--- src/rtl/dpx_pkg.sv ---
package dpx_pkg;
  localparam int CH_N = 4;
  localparam int CH_W = 2;

  typedef struct packed {
    logic            hit;
    logic [CH_W-1:0] ch;
  } slot_t;

  // Scrambled offset-to-channel map; offsets 0,4,5,6 are holes.
  function automatic slot_t map_offset(input logic [2:0] off);
    slot_t s;
    s.hit = 1'b1;
    s.ch  = '0;
    unique case (off)
      3'd1:    s.ch = 2'd2;
      3'd2:    s.ch = 2'd3;
      3'd3:    s.ch = 2'd1;
      3'd7:    s.ch = 2'd0;
      default: s.hit = 1'b0;
    endcase
    return s;
  endfunction
endpackage

--- src/rtl/dpx_slot_decode.sv ---
module dpx_slot_decode
  import dpx_pkg::*;
(
  input  logic [2:0]      off,
  output logic            hit,
  output logic [CH_W-1:0] ch
);
  slot_t s;
  always_comb begin
    s   = map_offset(off);
    hit = s.hit;
    ch  = s.ch;
  end
endmodule

--- src/rtl/dpx_page_bank.sv ---
module dpx_page_bank
  import dpx_pkg::*;
#(
  parameter int PAGE_W = 8,
  parameter int SEL_W  = 8,
  parameter bit ENABLE = 1'b1
) (
  input  logic              clk,
  input  logic              rst_n,
  input  logic              wr_en,
  input  logic [CH_W-1:0]   wr_ch,
  input  logic [PAGE_W-1:0] wr_data,
  input  logic [CH_W-1:0]   rd_ch,
  output logic [PAGE_W-1:0] rd_data,
  input  logic [CH_W-1:0]   xf_ch,
  output logic [SEL_W-1:0]  xf_page
);
  generate
    if (ENABLE) begin : g_on
      logic [PAGE_W-1:0] pages_q [CH_N];
      for (genvar c = 0; c < CH_N; c++) begin : g_ch
        always_ff @(posedge clk or negedge rst_n) begin
          if (!rst_n)
            pages_q[c] <= '0;
          else if (wr_en && (wr_ch == CH_W'(c)))
            pages_q[c] <= wr_data;
        end
      end
      assign rd_data = pages_q[rd_ch];
      assign xf_page = pages_q[xf_ch][SEL_W-1:0];
    end else begin : g_off
      logic unused_bank;
      assign unused_bank = ^{clk, rst_n, wr_en, wr_ch, wr_data, rd_ch, xf_ch};
      assign rd_data = '0;
      assign xf_page = '0;
    end
  endgenerate
endmodule

--- src/rtl/dpx_lane_flip.sv ---
module dpx_lane_flip #(
  parameter int LANES = 4
) (
  input  logic                 flip,
  input  logic [LANES*8-1:0]   din,
  output logic [LANES*8-1:0]   dout
);
  logic [LANES*8-1:0] rev;
  generate
    for (genvar i = 0; i < LANES; i++) begin : g_lane
      assign rev[i*8 +: 8] = din[(LANES-1-i)*8 +: 8];
    end
  endgenerate
  assign dout = flip ? rev : din;
endmodule

--- src/rtl/dpx_addr_stage.sv ---
module dpx_addr_stage #(
  parameter int CUR_W   = 16,
  parameter int PAGE_W  = 8,
  parameter int HI_USED = 7,
  parameter int LEN_W   = 16,
  parameter int LANES   = 4,
  localparam int ADDR_W = HI_USED + PAGE_W + CUR_W
) (
  input  logic               clk,
  input  logic               rst_n,
  input  logic               in_valid,
  output logic               in_ready,
  input  logic [HI_USED-1:0] hi_page,
  input  logic [PAGE_W-1:0]  lo_page,
  input  logic [CUR_W-1:0]   cur,
  input  logic [CUR_W-1:0]   pos,
  input  logic [LEN_W-1:0]   len,
  input  logic               dir,
  input  logic [LANES*8-1:0] data,
  output logic               out_valid,
  input  logic               out_ready,
  output logic [ADDR_W-1:0]  out_addr,
  output logic [LANES*8-1:0] out_data
);
  logic [ADDR_W-1:0]  base, pos_x, len_x, addr_d;
  logic [LANES*8-1:0] data_d;
  logic               take;

  assign base  = {hi_page, lo_page, cur};
  assign pos_x = ADDR_W'(pos);
  assign len_x = ADDR_W'(len);
  assign addr_d = dir ? (base - pos_x - len_x) : (base + pos_x);

  dpx_lane_flip #(.LANES(LANES)) u_flip (
    .flip (dir),
    .din  (data),
    .dout (data_d)
  );

  assign in_ready = !out_valid || out_ready;
  assign take     = in_valid && in_ready;

  always_ff @(posedge clk or negedge rst_n) begin
    if (!rst_n) begin
      out_valid <= 1'b0;
      out_addr  <= '0;
      out_data  <= '0;
    end else if (in_ready) begin
      out_valid <= in_valid;
      if (take) begin
        out_addr <= addr_d;
        out_data <= data_d;
      end
    end
  end
endmodule

--- src/rtl/dma_page_ext.sv ---
module dma_page_ext
  import dpx_pkg::*;
#(
  parameter int CUR_W   = 16,
  parameter int PAGE_W  = 8,
  parameter int HI_USED = 7,
  parameter int LEN_W   = 16,
  parameter int LANES   = 4,
  parameter bit HIGH_EN = 1'b1,
  localparam int ADDR_W = HI_USED + PAGE_W + CUR_W
) (
  input  logic               clk,
  input  logic               rst_n,
  input  logic               io_wr,
  input  logic               io_bank,
  input  logic [2:0]         io_off,
  input  logic [PAGE_W-1:0]  io_wdata,
  output logic [PAGE_W-1:0]  io_rdata,
  input  logic               req_valid,
  output logic               req_ready,
  input  logic [CH_W-1:0]    req_chan,
  input  logic [CUR_W-1:0]   req_cur,
  input  logic [CUR_W-1:0]   req_pos,
  input  logic [LEN_W-1:0]   req_len,
  input  logic               req_dir,
  input  logic [LANES*8-1:0] req_data,
  output logic               out_valid,
  input  logic               out_ready,
  output logic [ADDR_W-1:0]  out_addr,
  output logic [LANES*8-1:0] out_data
);
  logic               slot_hit;
  logic [CH_W-1:0]    slot_ch;
  logic [PAGE_W-1:0]  lo_rd, hi_rd;
  logic [PAGE_W-1:0]  lo_xf;
  logic [HI_USED-1:0] hi_xf;

  dpx_slot_decode u_dec (
    .off (io_off),
    .hit (slot_hit),
    .ch  (slot_ch)
  );

  dpx_page_bank #(.PAGE_W(PAGE_W), .SEL_W(PAGE_W), .ENABLE(1'b1)) u_lo (
    .clk     (clk),
    .rst_n   (rst_n),
    .wr_en   (io_wr && slot_hit && !io_bank),
    .wr_ch   (slot_ch),
    .wr_data (io_wdata),
    .rd_ch   (slot_ch),
    .rd_data (lo_rd),
    .xf_ch   (req_chan),
    .xf_page (lo_xf)
  );

  dpx_page_bank #(.PAGE_W(PAGE_W), .SEL_W(HI_USED), .ENABLE(HIGH_EN)) u_hi (
    .clk     (clk),
    .rst_n   (rst_n),
    .wr_en   (io_wr && slot_hit && io_bank),
    .wr_ch   (slot_ch),
    .wr_data (io_wdata),
    .rd_ch   (slot_ch),
    .rd_data (hi_rd),
    .xf_ch   (req_chan),
    .xf_page (hi_xf)
  );

  assign io_rdata = !slot_hit ? '0 : (io_bank ? hi_rd : lo_rd);

  dpx_addr_stage #(
    .CUR_W(CUR_W), .PAGE_W(PAGE_W), .HI_USED(HI_USED),
    .LEN_W(LEN_W), .LANES(LANES)
  ) u_stage (
    .clk       (clk),
    .rst_n     (rst_n),
    .in_valid  (req_valid),
    .in_ready  (req_ready),
    .hi_page   (hi_xf),
    .lo_page   (lo_xf),
    .cur       (req_cur),
    .pos       (req_pos),
    .len       (req_len),
    .dir       (req_dir),
    .data      (req_data),
    .out_valid (out_valid),
    .out_ready (out_ready),
    .out_addr  (out_addr),
    .out_data  (out_data)
  );
endmodule

--- config.mk ---
export PLATFORM = sky130hd
export DESIGN_NAME = dma_page_ext
export DESIGN_NICKNAME = d
export VERILOG_FILES = /design/src/rtl/dpx_pkg.sv /design/src/rtl/dpx_slot_decode.sv /design/src/rtl/dpx_page_bank.sv /design/src/rtl/dpx_lane_flip.sv /design/src/rtl/dpx_addr_stage.sv /design/src/rtl/dma_page_ext.sv
export SDC_FILE = /design/constraint.sdc
export NUM_CORES = 1
export LEC_CHECK = 0
export BUFFER_PORTS_ARGS = -buffer_cell sky130_fd_sc_hd__buf_2
export CAP_MARGIN = 20
export CORE_ASPECT_RATIO = 1.75
export CORE_MARGIN = 3
export CORE_UTILIZATION = 38
export DETAILED_ROUTE_END_ITERATION = 16
export PLACE_DENSITY = 0.56
export SKIP_CTS_REPAIR_TIMING = 1
export SLEW_MARGIN = 10
export SYNTH_ARGS = -nofsm -noshare
export SYNTH_HDL_FRONTEND = slang
export SYNTH_SLANG_ARGS = --single-unit
--- constraint.sdc ---
create_clock -name clk -period 3.2 [get_ports clk]
set_input_delay 0.48 -clock clk [delete_from_list [all_inputs] [get_ports clk]]
set_output_delay 0.48 -clock clk [all_outputs]
set_load 0.05 [all_outputs]
Yosys cells after proc, flatten, opt, wreduce, memory -nomap -nowiden
Cells that the tools add are included.
{"block": "classes", "bitwise": 2, "n_mux": 18, "add_sub_neg": 3, "n_lt_le_gt_ge": 2, "reduce_logical": 18, "n_eq_ne": 7}
{"op": "$bmux W8 S2", "count": 4}
{"op": "$mux W8", "count": 8}
{"op": "$sub A31 B16 Y31", "count": 2}
{"op": "$mux W32", "count": 1}
{"op": "$add A31 B16 Y31", "count": 1}
{"op": "$mux W31", "count": 1}
{"op": "$mux W7", "count": 2}
{"op": "$logic_and A1 B1 Y1", "count": 12}
{"op": "$eq A3 B2 Y1 const B", "count": 2}
{"op": "$ge A3 B3 Y1 const B", "count": 2}
{"op": "$not A2 Y3", "count": 2}
{"op": "$pmux W2 S3", "count": 1}
{"op": "$eq A2 B2 Y1 const B", "count": 2}
{"op": "$reduce_or A4 Y1", "count": 1}
{"op": "$eq A3 B1 Y1 const B", "count": 1}
{"op": "$eq A3 B3 Y1 const B", "count": 1}
{"op": "$eq A2 B1 Y1 const B", "count": 1}
{"op": "$logic_not A1 Y1", "count": 2}
{"op": "$logic_not A2 Y1", "count": 1}
{"op": "$reduce_and A2 Y1", "count": 1}
{"op": "$logic_or A1 B1 Y1", "count": 1}
{"op": "$mux W1", "count": 1}
{"block": "word_totals", "elab_cells": 61, "output_inout_bits": 73, "ff_bits": 128}

Depth between registers and ports, before layout
{"block": "logic_depth", "word_depth": 8, "mapped_depth": 12, "mapped_depth_nobuf": 12}

Modules after synthesis
From an unflattened synthesis, not the netlist that was laid out.
{"block": "unflattened", "hier_cells": 908, "hier_area_um2": 9341.5}
{"module": "dpx_addr_stage", "cells_each": 671, "area_per_inst_um2": 5451.5, "n_inst": 1}
{"module": "dpx_page_bank at u_lo", "cells_each": 88, "area_per_inst_um2": 1590.3, "n_inst": 1}
{"module": "dpx_page_bank at u_hi", "cells_each": 87, "area_per_inst_um2": 1567.8, "n_inst": 1}
{"module": "dpx_lane_flip", "cells_each": 36, "area_per_inst_um2": 544.3, "n_inst": 1}
{"module": "dma_page_ext", "cells_each": 20, "area_per_inst_um2": 156.4, "n_inst": 1}
{"module": "dpx_slot_decode", "cells_each": 6, "area_per_inst_um2": 31.3, "n_inst": 1}

Worst setup path after synthesis
Ideal clock, no wire load.
{"block": "synth_timing", "kind": "input-to-reg", "start": "input port req_pos[2]", "end": "register u_stage.out_addr[27]", "n_path_buf": 0, "required_time_ps": 3118, "path_stages": 11, "t_arrival_ps": 3283, "path_slack_ps": -165, "setup_time_ps": 82, "cell_sequence": "inv_1 > fa_1 > ha_1 > o21ai_0 > o21ai_0 > a2111oi_0 > nor4b_1 > nor4_1 > a41oi_1 > or3_1 > a31oi_1"}
{"block": "synth_via", "elab_chain_cells": 3, "elab_cells_between_ends": 4, "cone_classes": "add/sub: 3; mux: 1"}
{"item": "from (decl)", "line": "dma_page_ext.sv:23", "rtl": "input logic [CUR_W-1:0] req_pos,"}
{"item": "$sub A31 B16 Y31 (2 in a row)", "line": "dpx_addr_stage.sv:32", "rtl": "assign addr_d = dir ? (base - pos_x - len_x) : (base + pos_x);"}
{"item": "$mux W31 *", "line": "dpx_addr_stage.sv:32"}
{"item": "to (signal assigned)", "line": "dpx_addr_stage.sv:51", "rtl": "out_addr <= addr_d;"}
{"item": "to (decl)", "line": "dpx_addr_stage.sv:22", "rtl": "output logic [ADDR_W-1:0] out_addr,"}
Mark *: on every way between the ends. The rest lies on a longest branch, timed or not.
A chain may end at the register's enable or synchronous reset.

Final worst setup path
{"block": "layout_timing", "start": "input port req_cur[2]", "end": "register u_stage.out_addr[28]"}
{"block": "layout_via", "elab_chain_cells": 3, "elab_cells_between_ends": 4, "cone_classes": "add/sub: 3; mux: 1"}
{"item": "from (decl)", "line": "dma_page_ext.sv:22", "rtl": "input logic [CUR_W-1:0] req_cur,"}
{"item": "$sub A31 B16 Y31 (2 in a row)", "line": "dpx_addr_stage.sv:32"}
{"item": "$mux W31 *", "line": "dpx_addr_stage.sv:32"}
Marks and branches as above.

==> summary.md <==
| Metric | Value |
|---|---|
| Run status | finished, final reports clean |
| # DRC | 0 |
| Power, Total | ~7000 uW |
| GRT Overall Usage | 22.2% |
| Sequential area share after synthesis | 36.4% |
| CTS tree | yes |
| YS warnings | 0 |
| Die area | ~0.025 mm^2 |
| Max Freq | about 340 MHz |
| Max Cap Violations | 0 |
| Worst hold slack | 0.132 ns |
| EDFF count, synth | 0 |
| Final period util | 92.5% |
| PwrDens | 617 mW/mm^2 |
| Port Buffers | roughly 170 |
| Via/cell ratio | around 5.3 |
| Worst-path clk slew | about 0.06 ns |
| Switching share of power | about 40% |
| Hold Crit Class | input pin to async pin |
| CP Data Required Time | approximately 3.6 ns |
| Cell accounting for the most synthesized area | dfrtp_1 |
| Gpl congestion | 0.916 |
| Syn Area/Cell | between 9 and 10 um^2 |
| Initial antenna violation count | 2 |
| Top cells by area, synth | dfrtp_1 36%, mux2_2 9.1%, mux2i_1 5.3% |
| Fin cells | approximately 1,500 |
| Combinational share of power | between 40 and 50% |
| Setup WS pre-CTS | -0.325 ns |
| Mux contribution to synthesized area | between 15 and 20% |
| Maximum VDD drop | roughly 0.00050 V |
| Synth Area in Compound Gates | 16.4% |
| Endpoints failing setup | 0 |
| Simple-Gate Fraction of Synth Area | between 10% and 20% |
| Fin worst setup slack | ~0.24 ns |
| Final HPWL DP | ~22 mm |
| Critical Path Fanout Max | 4 |
| Post-synthesis async set-or-reset flop share | 100% |
| Worst-Skew Late Latency | 0.42 ns |
| Core Rows | 73 |
| Largest net degree at the start of global routing | 102 |
| Chip width | between 100 and 150 um |
| Arrival time worst endpoint | approximately 3.3 ns |
| Gr ovfl total | 0 |
| Largest family of logic cells by synthesized area | multiplexers |
| DR WL/cell | between 15 and 20 um |
| Final hold violation count | 0 |
| Register share of total power | a little under a third |
| Most common cell after layout, fill and taps aside | buf_2 |
| Syn Std Cell Area | ~0.009 mm^2 |
| Leakage power | around 0.0054 uW |
| Routed Antenna Nets | 0 |
| Drt initial violations | a little under 300 |
| Clock power share | roughly a quarter |
| Tmin final | between 2 and 3 ns |
| Main synth FF type | dfrtp_1 |
| Ports | 173 |
| Core Region | around 0.023 mm^2 |
| WS Path Type | input pin to flop |
| Setup crit end kind | flop |
| H-tree Lvls | 4 |
| Synth Register Bits | ~130 |
| XOR/XNOR Fraction of Synth Area | 3.18% |
| Layout cells sized above 1 | between 30% and 40% |
| Switching pwr | between 2000 and 3000 uW |
| CP Launch Type | input pin |
| # placed instances | 1,468 |
| Int Power | ~4200 uW |
| Commonest cells after routing, fill and taps aside | 171 x buf_2, 128 x dfrtp_1, 123 x buf_4 |
| RSZ-0062 raised after global routing | false |
| Num CTS Buffers | 17 |
| Vert. Die Dim | 207 um |
| Clock Sinks | approximately 130 |
| Slew at the pin closest to its max-slew limit | slightly below 0.9 ns |
| First-pass GRT wire length | between 40 and 50 mm |
| Netlist cell types | 63 |
| Initial Util | between 30% and 40% |
| Pins over their slew limit | 0 |
| NumNets Final | 1,340 |
| Maximum root-to-sink buffer count | 2 |
| Clk root buf | clkbuf_16 |
| DR vias | roughly 8,000 |
| DR pass1 iterations | 5 |
| Fillers | approximately 2,200 |
| Post-Syn Nets | 1,067 |
| Vias in the first global route | around 8,200 |
| Post-synthesis adder-cell area fraction | under 10% |
| Synth top area share | a little over a third |
| Synthesis-to-layout area growth | 29.4% |
| Final Skew | 0.00809 ns |
| Post-Syn Instances | just over 900 |
| WL final | 27.7 mm |
| Headroom to the max-slew limit | 42.1% |
## area by class of cell
class                   count  area [um^2]  share of cell area [%]
well taps                 300          375                    3.30
clock buffers              19          443                    3.89
clock inverters            12          114                    1.00
multi-input cells         697         5270                    46.3
repair buffers            295         1800                    15.8
flip-flops and latches    128         3200                    28.1
diodes                      1         2.50                  0.0220
inverters                  49          184                    1.62
## cell families after synthesis
logic type                 Yosys count
DFF                                128
adders and majority gates           53
AOI/OAI and AO/OA                  239
buffers and inverters               90
xor gates and xnor gates            32
muxes                              133
and+or+nand+nor                    240
## worst max-delay path, stage by stage
cell      delay, ns
buf_2          0.12
fa_1           0.48
ha_1           0.33
nor2b_1        0.16
o211ai_1       0.24
a311oi_1       0.16
buf_4          0.17
a21oi_1        0.35
o21ai_0        0.17
o21a_1         0.17
or3_1          0.31
a31oi_1        0.16
## power by group through the flow
stage	clock network, uW	registers, uW	logic (uW)
2_1_floorplan	0	2780	1360
3_3_place_gp	0	2230	2940
3_5_place_dp	0	2250	2960
4_1_cts	1880	2220	2970
5_1_grt	1940	2270	3200
6_report	1840	2220	2960
## through the flow
| stage | util, % | instance area, um^2 | setup TNS (ns) |
|---|---|---|---|
| floorplan | - | 8810 | 0 |
| global placement | 47.6 | 10800 | -1.49 |
| detailed placement | 47.6 | 10800 | -1.80 |
| CTS | 50.0 | 11400 | 0 |
| global route | 50.1 | 11400 | 0 |
| finish | 50.1 | 11400 | 0 |
## sequential cells by signal, summed over array words and instances (netlist names)
register           cells
u_hi.g_on.pages_q     32
u_lo.g_on.pages_q     32
u_stage.out_addr      31
u_stage.out_data      32
u_stage.out_valid      1
## Yosys cell counts (all sizes together) (3+ instances only)
cell     instances
o21ai           91
a21o             7
a211oi          11
dfrtp          128
clkbuf          33
a2111oi          3
or3              9
o21a             6
fa              17
o22ai            5
o21bai           7
inv             49
xnor2           22
and2             7
a31oi           10
a41oi            3
o211ai           5
o221ai          12
buf              8
nor2            66
or2              4
nand2b           6
nor3b            3
a21oi           60
mux2i           47
a221oi           3
and4             3
nand2           91
nand3            8
ha              35
nand4            5
mux4            15
xor2            10
mux2            71
and3             9
nor3            15
nor2b            5
## per-layer routing
layer / vias to the layer above / routed length, um / track usage, %
met5: - / 13 / 0
met4: 2 / 912 / 8.45
met3: 46 / 1150 / 3.79
met2: 230 / 15500 / 43.0
met1: 3847 / 10000 / 23.2
li1: 3865 / - / -
## final timing paths
kind                                                  start                                end  slack, ns  cells past startpoint
min in group clk                                  req_valid      u_stage.out_valid$_DFFE_PN0N_       0.31                      2
hold reg to reg            u_stage.out_data[29]$_DFFE_PN0P_   u_stage.out_data[29]$_DFFE_PN0P_       0.47                      2
setup reg to reg           u_lo.g_on.pages_q[0]$_DFFE_PN0P_   u_stage.out_addr[21]$_DFFE_PN0P_       0.29                     10
setup / recovery                                 req_cur[2]   u_stage.out_addr[28]$_DFFE_PN0P_       0.24                     12
hold / removal                                        rst_n   u_stage.out_data[20]$_DFFE_PN0P_       0.13                      1
max in group asynchronous                             rst_n  u_hi.g_on.pages_q[18]$_DFFE_PN0P_       2.16                      2
(Power assumes the default switching activity.)
